===== src/rtl/sport_ctl_pkg.sv =====
package sport_ctl_pkg;
  localparam int DATA_W = 16;
  localparam int ADDR_W = 7;
  localparam logic [ADDR_W-1:0] CTL_IDX = 7'h6A;

  localparam int MST_BIT  = 15;
  localparam int OUT2_BIT = 3;
  localparam int SCK_BIT  = 2;
  localparam int FMT_LO   = 0;
  localparam int FMT_W    = 2;
  localparam int NDEP     = 2;

  typedef enum logic [FMT_W-1:0] {
    FMT_STD  = 2'd0,
    FMT_LJ   = 2'd1,
    FMT_RJ20 = 2'd2,
    FMT_RJ16 = 2'd3
  } fmt_e;

  typedef struct packed {
    logic             mst;
    logic             out2;
    logic             sck;
    logic [FMT_W-1:0] fmt;
  } ctl_t;
endpackage


===== src/rtl/sport_ctl_decode.sv =====
module sport_ctl_decode #(
  parameter int ADDR_W = sport_ctl_pkg::ADDR_W,
  parameter logic [ADDR_W-1:0] REG_IDX = sport_ctl_pkg::CTL_IDX
) (
  input  logic [ADDR_W-1:0] addr,
  input  logic              wr,
  output logic              wr_hit,
  output logic              rd_hit
);
  logic hit;
  assign hit    = (addr == REG_IDX);
  assign wr_hit = hit & wr;
  assign rd_hit = hit;
endmodule


===== src/rtl/sport_ctl_state.sv =====
module sport_ctl_state
  import sport_ctl_pkg::*;
#(
  parameter int DW = DATA_W
) (
  input  logic          clk,
  input  logic          rst,
  input  logic          wr_hit,
  input  logic [DW-1:0] wdata,
  input  logic          modem_ok,
  input  logic          spdif_on,
  input  logic          amp_pd,
  output ctl_t          q
);
  localparam int DEP_POS [NDEP] = '{OUT2_BIT, SCK_BIT};

  logic            mst_n;
  logic [NDEP-1:0] dep_cur, dep_wr, dep_blk, dep_n;
  logic [FMT_W-1:0] fmt_n;
  logic            unused_bits;

  assign unused_bits = ^wdata;
  assign dep_cur = {q.sck, q.out2};
  assign dep_blk = {amp_pd, spdif_on};

  // Master enable is held only while the modem flag allows it.
  assign mst_n = modem_ok & (wr_hit ? wdata[MST_BIT] : q.mst);

  // Each dependent bit uses the next master value, so a write that sets
  // master and a dependent together is judged on the written master.
  for (genvar g = 0; g < NDEP; g++) begin : g_dep
    assign dep_wr[g] = wdata[DEP_POS[g]];
    assign dep_n[g]  = mst_n & ~dep_blk[g] & (wr_hit ? dep_wr[g] : dep_cur[g]);
  end

  assign fmt_n = wr_hit ? wdata[FMT_LO +: FMT_W] : q.fmt;

  always_ff @(posedge clk) begin
    if (rst) begin
      q <= '0;
    end else begin
      q.mst  <= mst_n;
      q.out2 <= dep_n[0];
      q.sck  <= dep_n[1];
      q.fmt  <= fmt_n;
    end
  end
endmodule


===== src/rtl/sport_ctl_rdback.sv =====
module sport_ctl_rdback
  import sport_ctl_pkg::*;
#(
  parameter int DW = DATA_W
) (
  input  logic          clk,
  input  logic          rst,
  input  logic          rd_hit,
  input  ctl_t          q,
  input  logic          modem_ok,
  input  logic          spdif_on,
  input  logic          amp_pd,
  output logic [DW-1:0] rdata
);
  logic          mst_v, out2_v, sck_v;
  logic [DW-1:0] view;

  assign mst_v  = q.mst & modem_ok;
  assign out2_v = q.out2 & mst_v & ~spdif_on;
  assign sck_v  = q.sck & mst_v & ~amp_pd;

  always_comb begin
    view                      = '0;
    view[MST_BIT]             = mst_v;
    view[OUT2_BIT]            = out2_v;
    view[SCK_BIT]             = sck_v;
    view[FMT_LO +: FMT_W]     = q.fmt;
  end

  always_ff @(posedge clk) begin
    if (rst) rdata <= '0;
    else     rdata <= rd_hit ? view : '0;
  end
endmodule


===== src/rtl/sport_ctl_reg.sv =====
module sport_ctl_reg
  import sport_ctl_pkg::*;
#(
  parameter int DW = DATA_W,
  parameter int AW = ADDR_W,
  parameter logic [AW-1:0] REG_IDX = CTL_IDX
) (
  input  logic             clk,
  input  logic             rst,
  input  logic [AW-1:0]    reg_addr,
  input  logic [DW-1:0]    reg_wdata,
  input  logic             reg_wr,
  output logic [DW-1:0]    reg_rdata,
  input  logic             modem_ok,
  input  logic             spdif_on,
  input  logic             amp_pd,
  output logic             ser_en,
  output logic             out2_en,
  output logic             sclk_en,
  output logic [FMT_W-1:0] ser_fmt
);
  logic wr_hit, rd_hit;
  ctl_t q;

  sport_ctl_decode #(.ADDR_W(AW), .REG_IDX(REG_IDX)) dec_i (
    .addr   (reg_addr),
    .wr     (reg_wr),
    .wr_hit (wr_hit),
    .rd_hit (rd_hit)
  );

  sport_ctl_state #(.DW(DW)) st_i (
    .clk      (clk),
    .rst      (rst),
    .wr_hit   (wr_hit),
    .wdata    (reg_wdata),
    .modem_ok (modem_ok),
    .spdif_on (spdif_on),
    .amp_pd   (amp_pd),
    .q        (q)
  );

  sport_ctl_rdback #(.DW(DW)) rb_i (
    .clk      (clk),
    .rst      (rst),
    .rd_hit   (rd_hit),
    .q        (q),
    .modem_ok (modem_ok),
    .spdif_on (spdif_on),
    .amp_pd   (amp_pd),
    .rdata    (reg_rdata)
  );

  assign ser_en  = q.mst;
  assign out2_en = q.out2;
  assign sclk_en = q.sck;
  assign ser_fmt = q.fmt;
endmodule


===== config.mk =====
export PLATFORM = sky130hd
export DESIGN_NAME = sport_ctl_reg
export DESIGN_NICKNAME = d
export VERILOG_FILES = /design/src/rtl/sport_ctl_pkg.sv /design/src/rtl/sport_ctl_decode.sv /design/src/rtl/sport_ctl_state.sv /design/src/rtl/sport_ctl_rdback.sv /design/src/rtl/sport_ctl_reg.sv
export SDC_FILE = /design/constraint.sdc
export NUM_CORES = 1
export LEC_CHECK = 0
export BUFFER_PORTS_ARGS = -buffer_cell sky130_fd_sc_hd__clkbuf_2
export CORE_AREA = 2 2 39 41
export CTS_BUF_LIST = sky130_fd_sc_hd__clkbuf_4
export DETAILED_ROUTE_END_ITERATION = 16
export DIE_AREA = 0 0 41 43
export GPL_ROUTABILITY_DRIVEN = 0
export PLACE_DENSITY = 0.83
export SYNTH_ARGS = -nofsm -noshare
export SYNTH_HDL_FRONTEND = slang
export SYNTH_HIERARCHICAL = 1
export SYNTH_SLANG_ARGS = --single-unit

===== constraint.sdc =====
create_clock -name clk -period 1.9 [get_ports clk]
set_input_delay 0.095 -clock clk [delete_from_list [all_inputs] [get_ports clk]]
set_output_delay 0.095 -clock clk [all_outputs]
set_load 0.05 [all_outputs]

==> summary.txt <==
Status
  – Status: completed

Floorplan
  – Full die area: between 0.0015 and 0.002 mm2
  – Core box area: 0.00138 mm2
  – Site row count: 14
  – DIE WIDTH: roughly 41 um
  – Die Y: approximately 43 um
  – Starting Density: 0.351
  – I/O pin cnt: 50

Placement
  – Count of input and output buffers: 27
  – Area post-placement: ~580 um2
  – Dpl ws: 0.529 ns
  – DPL Wire Length: between 700 and 800 um

Yosys
  – Gate Count Post-Synth: 45
  – Most numerous cell in the Yosys netlist: buf_4
  – Syn Area/Cell: 10.8 um2
  – Cell Area, Synth: between 400 and 500 um2
  – Seq cells post-synth: 10
  – Largest cells by area after synthesis: dfxtp_1 41%, buf_4 17%, mux2i_1 10%
  – Post-synth top cells: 11 x buf_4, 10 x dfxtp_1, 5 x mux2i_1
  – Syn. warnings: 6
  – Post-synth EDFFs: 0
  – Post-synth top flop: dfxtp_1
  – Distinct cell type count after synthesis: 17
  – Main combinational cell family by area after synthesis: simple AND/OR/NAND/NOR gates
  – Sequential-to-total area share from yosys stat: 0.412
  – Simple-gate share of the synthesized area: 0.276
  – Synth Area in Adders: 0
  – Mux cell area share after synthesis: 0.103
  – Synth Area in Compound Gates: 0
  – Synth Area in XOR/XNOR: 0
  – Post-synth top area share: 0.412
  – Ys async rst share: 0
  – Leading area contributor after synthesis: dfxtp_1

Job
  – Max-cap violations: 0

Detailed routing
  – DRT Pass-1 Iters: 2
  – DRT antenna net count: 0
  – DR iter-0 viols: 3
  – Vias per cell: 4.17
  – Vias: between 300 and 400
  – Drt wl/cell: 9.42 um
  – DRC Markers: 0
  – Total routed wirelength: ~850 um

CTS
  – PostCTS Resize Cnt: 0
  – Number of clock sinks: 10
  – Hold Buf Count CTS: 0
  – CTS clk-pin slew, worst paths: approximately 0.06 ns
  – Clock Tree Root: clkbuf_4
  – CTS HTree Levels: 1
  – CTS buffer count: 3
  – Max clock buf depth: 2
  – Clock latency on the worst-skew pair: approximately 0.26 ns
  – Postcts setup bufs: 0
  – CTS tree: yes

Timing
  – Clock skew: 0.00351 ns
  – Final setup margin: about 0.8 ns
  – Min Tclk post-route: 1.09 ns
  – Final Slew Violations: 0
  – Period utilization: 0.574
  – RSZ-0062 raised after global routing: no
  – Max Fclk: around 920 MHz
  – Final TNS setup: 0 ns
  – Final setup vio count: 0
  – Final Hold Viols: 0

GRT
  – First-pass GRT wire length: about 1300 um
  – GRT Resource Usage Total: 0.114
  – GRT overflow: 0
  – Initial antenna violation count: 0
  – Vias in the first global route: between 300 and 400
  – Largest net degree at the start of global routing: 7

Power
  – Power Density: a little under 700 mW/mm2
  – Worst vdd ir: 0.000228 V
  – Pleak: ~0.33 nW

Layout
  – Area growth, synth to finish: 25.8%
  – Number of diodes: 0
  – Final nets: ~100
  – Utilization after layout: 0.441
  – Post-route cell area: slightly above 600 um2
  – Layout cells sized above 1: 0.459

Critical path
  – CP Class: in -> reg
  – Crit start category: input port
  – WP data required: ~2.0 ns
  – CP Capture Type: register
  – Worst Path Arrival: roughly 1.2 ns
  – Reg2reg path depth: 2
  – CP max FO: 5

Worst hold path
  – Hold WC Path Type: in -> reg
  – Hold path depth: 2
-- worst max-delay path: stages --
cell and delay (ns):
clkbuf_2 0.07, and4bb_1 0.25, and3_1 0.35, mux2i_1 0.36, nor4_1 0.09
-- area by class of cell --
cell class | instances | area (um2)
Inverter | 1 | 3.75
Fill cell | 141 | 773
Tap cell | 16 | 20.0
Sequential cell | 10 | 200
Clock buffer | 3 | 22.5
Clock inverter | 1 | 3.75
Timing Repair Buffer | 27 | 135
Multi-Input combinational cell | 32 | 225
-- cell usage in the layout, fill, tap and decap left out --
cell / count
conb_1: 11
and2_2: 1
nand4b_4: 1
and3b_1: 1
clkbuf_2: 27
clkinv_1: 1
mux2i_1: 5
inv_1: 1
dfxtp_1: 10
clkbuf_4: 3
and2b_1: 1
nand2b_1: 1
and2_1: 2
nor4_1: 2
and3_1: 1
nor2_1: 3
and4bb_1: 1
nor3b_2: 2
-- flip-flops by register name, summed over array words and instances (netlist names) --
register and cells:
rb_i/rdata 5, st_i/q 5
-- cell families after synthesis --
| family | Yosys count |
|---|---|
| buffers and inverters | 13 |
| flip-flops | 10 |
| multiplexers | 5 |
| other | 1 |
| AND/OR/NAND/NOR | 16 |
-- through the flow --
| step | hold WS [ns] | power [W] | std cells |
|---|---|---|---|
| 6_report | 0.0274 | 0.000425 | 90 |
| 3_3_place_gp | 0.288 | 0.000286 | 86 |
| 2_1_floorplan | 0.165 | 0.000285 | 55 |
| 5_1_grt | 0.0167 | 0.000445 | 90 |
| 4_1_cts | 0.0166 | 0.000432 | 90 |
| 3_5_place_dp | 0.294 | 0.000287 | 86 |
-- where the power goes --
part / switching (W) / internal [W]
registers: 0.0000000933 / 0.000210
clock network: 0.0000667 / 0.0000756
logic: 0.0000565 / 0.0000161
-- metal layers --
metal / vias to the layer above / share of wire / track usage
li1: 187 / - / -
met2: 25 / 0.51 / 0.191
met5: - / 0 / 0
met3: 2 / 0.11 / 0.0157
met1: 161 / 0.37 / 0.100
met4: 0 / 0.012 / 0.120
-- final timing paths --
check              startpoint            end  slack (ns)
hold reg to reg     st_i/q[0]  rb_i/rdata[0]        0.50
setup / recovery  reg_addr[2]      st_i/q[2]        0.81
setup reg to reg    st_i/q[4]      st_i/q[2]        1.02
hold / removal         amp_pd  rb_i/rdata[2]        0.03
Power figures use the tool's default switching activity.
